$ cat src/rtl/asq_pkg.sv
package asq_pkg;

  typedef enum logic [2:0] {
    SCH_LIN_UP = 3'd0,
    SCH_LIN_DN = 3'd1,
    SCH_GRY_UP = 3'd2,
    SCH_GRY_DN = 3'd3,
    SCH_CMP_UP = 3'd4,
    SCH_CMP_DN = 3'd5
  } scheme_e;

  // Unused codes fall back to ascending binary.
  function automatic scheme_e scheme_decode(input logic [2:0] code);
    scheme_e s;
    case (code)
      3'd1:    s = SCH_LIN_DN;
      3'd2:    s = SCH_GRY_UP;
      3'd3:    s = SCH_GRY_DN;
      3'd4:    s = SCH_CMP_UP;
      3'd5:    s = SCH_CMP_DN;
      default: s = SCH_LIN_UP;
    endcase
    return s;
  endfunction

  function automatic logic scheme_is_reverse(input scheme_e s);
    return (s == SCH_LIN_DN) || (s == SCH_GRY_DN) || (s == SCH_CMP_DN);
  endfunction

endpackage

$ cat src/rtl/asq_ctrl.sv
module asq_ctrl
  import asq_pkg::*;
#(
  parameter int CNT_W = 5
) (
  input  logic             clk,
  input  logic             rst_n,
  input  logic             start,
  input  logic [2:0]       scheme_in,
  input  logic             adv,
  output logic [CNT_W-1:0] count,
  output logic             valid,
  output logic             done,
  output scheme_e          scheme_q
);

  localparam logic [CNT_W-1:0] LAST = {CNT_W{1'b1}};

  logic consume;
  assign consume = valid && adv && !start;

  always_ff @(posedge clk) begin
    if (!rst_n) begin
      count    <= '0;
      valid    <= 1'b0;
      done     <= 1'b0;
      scheme_q <= SCH_LIN_UP;
    end else begin
      done <= 1'b0;
      if (start) begin
        scheme_q <= scheme_decode(scheme_in);
        count    <= '0;
        valid    <= 1'b1;
      end else if (consume) begin
        if (count == LAST) begin
          valid <= 1'b0;
          done  <= 1'b1;
        end else begin
          count <= count + 1'b1;
        end
      end
    end
  end


  done_single_pulse_chk: assert property (@(posedge clk) disable iff (!rst_n)
    done |=> !done);


  last_consume_ends_chk: assert property (@(posedge clk) disable iff (!rst_n)
    (consume && count == LAST) |=> (done && !valid));


  scheme_hold_chk: assert property (@(posedge clk) disable iff (!rst_n)
    !start |=> $stable(scheme_q));


  hold_on_stall_chk: assert property (@(posedge clk) disable iff (!rst_n)
    (valid && !adv && !start) |=> (valid && $stable(count)));

endmodule

$ cat src/rtl/asq_map.sv
module asq_map
  import asq_pkg::*;
#(
  parameter int ADDR_W = 5
) (
  input  logic [ADDR_W-1:0] count,
  input  scheme_e           scheme,
  output logic [ADDR_W-1:0] addr
);

  localparam logic [ADDR_W-1:0] LAST = {ADDR_W{1'b1}};

  logic [ADDR_W-1:0] idx;
  logic [ADDR_W-1:0] half;

  assign idx  = scheme_is_reverse(scheme) ? (LAST - count) : count;
  assign half = idx >> 1;

  always_comb begin
    case (scheme)
      SCH_GRY_UP, SCH_GRY_DN: addr = idx ^ (idx >> 1);
      SCH_CMP_UP, SCH_CMP_DN: addr = idx[0] ? ~half : half;
      default:                addr = idx;
    endcase
  end

endmodule

$ cat src/rtl/asq_onehot.sv
module asq_onehot #(
  parameter int ADDR_W = 5,
  localparam int NWL   = 1 << ADDR_W
) (
  input  logic [ADDR_W-1:0] addr,
  input  logic              en,
  output logic [NWL-1:0]    wl
);

  for (genvar g = 0; g < NWL; g++) begin : g_row
    localparam logic [ADDR_W-1:0] ROW = ADDR_W'(g);
    assign wl[g] = en && (addr == ROW);
  end

endmodule

$ cat src/rtl/addr_seq_top.sv
module addr_seq_top
  import asq_pkg::*;
#(
  parameter int ADDR_W = 5,
  localparam int NWL   = 1 << ADDR_W
) (
  input  logic              clk,
  input  logic              rst_n,
  input  logic              run_start,
  input  logic [2:0]        scheme_sel,
  input  logic              step_ready,
  output logic [ADDR_W-1:0] addr,
  output logic              addr_valid,
  output logic              run_done,
  output logic [NWL-1:0]    wordline
);

  logic [ADDR_W-1:0] count;
  logic [ADDR_W-1:0] mapped;
  scheme_e           scheme_q;

  asq_ctrl #(.CNT_W(ADDR_W)) u_ctrl (
    .clk       (clk),
    .rst_n     (rst_n),
    .start     (run_start),
    .scheme_in (scheme_sel),
    .adv       (step_ready),
    .count     (count),
    .valid     (addr_valid),
    .done      (run_done),
    .scheme_q  (scheme_q)
  );

  asq_map #(.ADDR_W(ADDR_W)) u_map (
    .count  (count),
    .scheme (scheme_q),
    .addr   (mapped)
  );

  assign addr = addr_valid ? mapped : '0;

  asq_onehot #(.ADDR_W(ADDR_W)) u_wl (
    .addr (mapped),
    .en   (addr_valid),
    .wl   (wordline)
  );


  wl_onehot_chk: assert property (@(posedge clk) disable iff (!rst_n)
    addr_valid |-> ($countones(wordline) == 1 && wordline[addr]));


  gray_step_chk: assert property (@(posedge clk) disable iff (!rst_n)
    (addr_valid && step_ready && !run_start && !(&count) &&
     (scheme_q == SCH_GRY_UP || scheme_q == SCH_GRY_DN))
    |=> ($countones(addr ^ $past(addr)) == 1));


  addr_stall_chk: assert property (@(posedge clk) disable iff (!rst_n)
    (addr_valid && !step_ready && !run_start) |=> ($stable(addr) && $stable(wordline)));


  start_wins_chk: assert property (@(posedge clk) disable iff (!rst_n)
    run_start |=> (addr_valid && !run_done));

endmodule

$ cat config.mk
export PLATFORM = sky130hd
export DESIGN_NAME = addr_seq_top
export DESIGN_NICKNAME = d
export VERILOG_FILES = /design/src/rtl/asq_pkg.sv /design/src/rtl/asq_ctrl.sv /design/src/rtl/asq_map.sv /design/src/rtl/asq_onehot.sv /design/src/rtl/addr_seq_top.sv
export SDC_FILE = /design/constraint.sdc
export NUM_CORES = 1
export LEC_CHECK = 0
export ABC_CLOCK_PERIOD_IN_PS = 2500
export BUFFER_PORTS_ARGS = -buffer_cell sky130_fd_sc_hd__buf_4
export CAP_MARGIN = 25
export CORE_ASPECT_RATIO = 1.4
export CORE_MARGIN = 5
export CORE_UTILIZATION = 46
export DETAILED_ROUTE_END_ITERATION = 8
export GPL_ROUTABILITY_DRIVEN = 0
export PLACE_DENSITY_LB_ADDON = 0.05
export SYNTH_ARGS = -nofsm -noshare
export SYNTH_HDL_FRONTEND = slang
export SYNTH_HIERARCHICAL = 1
export SYNTH_SLANG_ARGS = --single-unit
$ cat constraint.sdc
create_clock -name clk -period 2.5 [get_ports clk]
set_input_delay 0.5 -clock clk [delete_from_list [all_inputs] [get_ports clk]]
set_output_delay 0.5 -clock clk [all_outputs]
set_load 0.005 [all_outputs]
==> flow_summary_export.csv <==
group,metric,value,unit
run_status,status,"finished with violations",
run_status,failed_checks,"negative setup slack",
floorplan,dieHeight,64.9,microns
floorplan,coreArea,2130,sq um
pwr,power.density,304,nW/um^2
layout,syn_to_final_growth,54.2,%
cts,clkSlewWorstSetupHoldPaths,0.06,ns
critical_path,startpoint,"u_ctrl/scheme_q[2]$_SDFFE_PN0P_",
drt,viasPerCell,5.50,
drt,drt-wirelength-per-cell,14.1,microns
synthesis,synth_edf_count,0,
floorplan,io_pins,46,
synthesis,yosysUniqueCellTypes,41,
timing,hold_ws,0.470,ns
timing,period_share,102,%
drt,drcViolationCount,0,
job,cap_viol_max_count,0,
synthesis,syn-num-nets,148,
layout,layout_commonest_cell,"buf_4",
critical_path,startpoint_type,"flip-flop",
place,dp.cells,204,
timing,setup_ws,-0.0587,ns
cts,clock_path_buffers,2,
drt,wirelength,2990,microns
place,io_buffer_count,45,
grt,grt_pass1_wl,4440,microns
drt,first_pass_iters,4,
synthesis,yosysTopAreaCell,"dfxtp_1",
place,dp_hpwl,2240,microns
layout,drive_gt1_share,45.3,%
layout,finalNonFillerCells,212,
critical_path,r2r_start,"u_ctrl/count[0]$_SDFFE_PP0P_",
drt,ant_nets,0,
timing,relSlewSlack,77.7,%
place,place_ws,0.150,ns
cts,cts_sinks,10,
timing,slew_viol_final,0,
synthesis,netlist_area,991,sq um
critical_path,critPathKind,"flip-flop to output pin",
timing,min_period,2.56,ns
cts,cts-htree-levels,1,
critical_path,cp-end-kind,"output pin",
floorplan,die_w,49.2,microns
synthesis,ys_ff_latch,10,
drt,first_iter_violations,37,
floorplan,start_util,46.6,%
timing,worst_pin_slew,0.334,ns
cts,cts_hold_buf,0,
critical_path,worstPathMaxFanout,5,
critical_path,crit_arrival,2.06,ns
synthesis,syn_inst,139,
drt,via_count,1166,
layout,antenna_cells,0,
critical_path,cp_slowest_stage_delay,0.53,ns
min_path,hold_path.class,"input port to flip-flop",
critical_path,cp.buffers_inverters,2,
synthesis,synth-main-ff-cell,"dfxtp_1",
synthesis,yosysSeqAreaShare,20.2,%
floorplan,die_area,3200,sq um
cts,cts_tree,"yes",
grt,grt_max_degree,18,
critical_path,crit_required,2.00,ns
grt,grt_pass1_vias,1031,
layout,final_cell_mix,"buf_4 (52), nor2_1 (30), nand2_1 (8), a21oi_1 (8)",
cts,root_buffer,"clkbuf_4",
synthesis,syn_avg_cell_area,7.13,sq um
synthesis,ys_async_sr_fraction,0,%
cts,cts_buffers,3,
timing,rsz0062_at_grt,"true",
layout,nets,200,
synthesis,synth_top_area_share,20.2,%
grt,grt.total_usage,17.2,%
grt,antenna_found_initial,0,
min_path,min_from,"rst_n",
synthesis,synth.area.top_cells,"dfxtp_1 (20%), nor2_1 (14%), a21oi_1 (4.0%)",
synthesis,yosysWarningCount,6,
pwr,power_leakage,0.641,nW
critical_path,cpMaxStageDelayCell,"or4b_4",
timing,fmax,391,MHz
grt,globalRouteOverflowTotal,0,
floorplan,num_rows,20,
pwr,irDropWorstVdd,0.000369,V
critical_path,crit_chain,"inv_2 > o32a_1 > o221a_1 > or4b_4 > nor2_2 > buf_4",
timing,finClkSkew,0.00599,ns
cts,clk_latency,0.27,ns
critical_path,crit_family,"simple AND/OR/NAND/NOR gates",
timing,final-hold-violation-count,0,
timing,final-setup-viol-count,4,
## registers in the layout, indices dropped and copies added (netlist names)
signal	flops
u_ctrl/count	5
u_ctrl/done	1
u_ctrl/scheme_q	3
u_ctrl/valid	1
## where the power goes
group,internal [mW],switching (mW),total [mW]
Sequential,0.162,0.00747,0.169
Combinational,0.0751,0.0724,0.148
Clock,0.0886,0.0593,0.148
## logic make-up (layout without fill, tap and decap cells)
| group | after synthesis | in the layout | share of synthesized area [%] |
|---|---|---|---|
| adder cells (fa/ha/maj) | 2 | 2 | 2.52 |
| multiplexers | 1 | 1 | 1.01 |
| buffers and inverters | 13 | 64 | 6.94 |
| AND/OR/NAND/NOR | 82 | 82 | 47.9 |
| AO/OA/AOI/OAI | 25 | 25 | 16.2 |
| flip-flops | 10 | 10 | 20.2 |
| XOR/XNOR | 6 | 6 | 5.30 |
## cells in the mapped netlist, types with 2 or more instances
library cell	number
nand3_1	3
o221a_1	2
dfxtp_1	10
clkbuf_1	3
nand3b_1	2
o21ai_1	3
o21ai_0	3
a21oi_1	8
nand4bb_1	3
nor2_1	36
xor2_1	3
a21boi_0	3
o22ai_1	2
xnor2_1	3
inv_1	4
ha_1	2
nand2_1	8
nand2b_1	6
and2_1	6
and3b_1	3
buf_4	3
or3_1	2
nand4b_1	3
## final cells by class
type / instances / area [sq um]
Multi-Input combinational cell: 116 / 807
Inverter: 5 / 18.8
Fill cell: 194 / 599
Sequential cell: 10 / 214
Tap cell: 22 / 27.5
Clock buffer: 4 / 36.3
Timing Repair Buffer: 55 / 424
## layer usage
layer | vias up | GRT usage [%] | part of all wire [%]
met5 | - | 0 | 0
met2 | 50 | 32.1 | 54
li1 | 584 | - | -
met4 | 0 | 10.8 | 2.3
met1 | 526 | 15.2 | 35
met3 | 6 | 5.75 | 8.9
## stage by stage
stage	power [mW]	util (%)	instance area, sq um	TNS (ns)
2_1_floorplan	0.248	-	991	0
3_3_place_gp	0.290	63.5	1350	0
3_5_place_dp	0.294	63.5	1350	0
4_1_cts	0.449	67.3	1430	-0.207
5_1_grt	0.491	71.8	1530	-1.88
6_report	0.465	71.8	1530	-0.168
## path summary, 6_finish.rpt
kind	depth (start not counted)	to	slack, ns
worst max-delay path	6	wordline[2]	-0.06
worst min-delay path	2	u_ctrl/scheme_q[2]$_SDFFE_PN0P_	0.47
worst max register to register	6	u_ctrl/count[3]$_SDFFE_PP0P_	0.58
worst min register to register	2	u_ctrl/count[1]$_SDFFE_PP0P_	0.52
## timing repair
item	in CTS	in global routing
pin swaps	3	6
gates resized for setup	10	16
setup endpoints to repair	32	32
buffers inserted	3	1
## worst register-to-register path, cell delays in order, from the launching register on
cell	delay, ns
dfxtp_2	0.40
ha_1	0.25
and3_1	0.20
ha_1	0.22
nand4bb_4	0.27
or3_1	0.37
a21oi_1	0.14
Note: power is estimated with default switching activity, not from simulation.
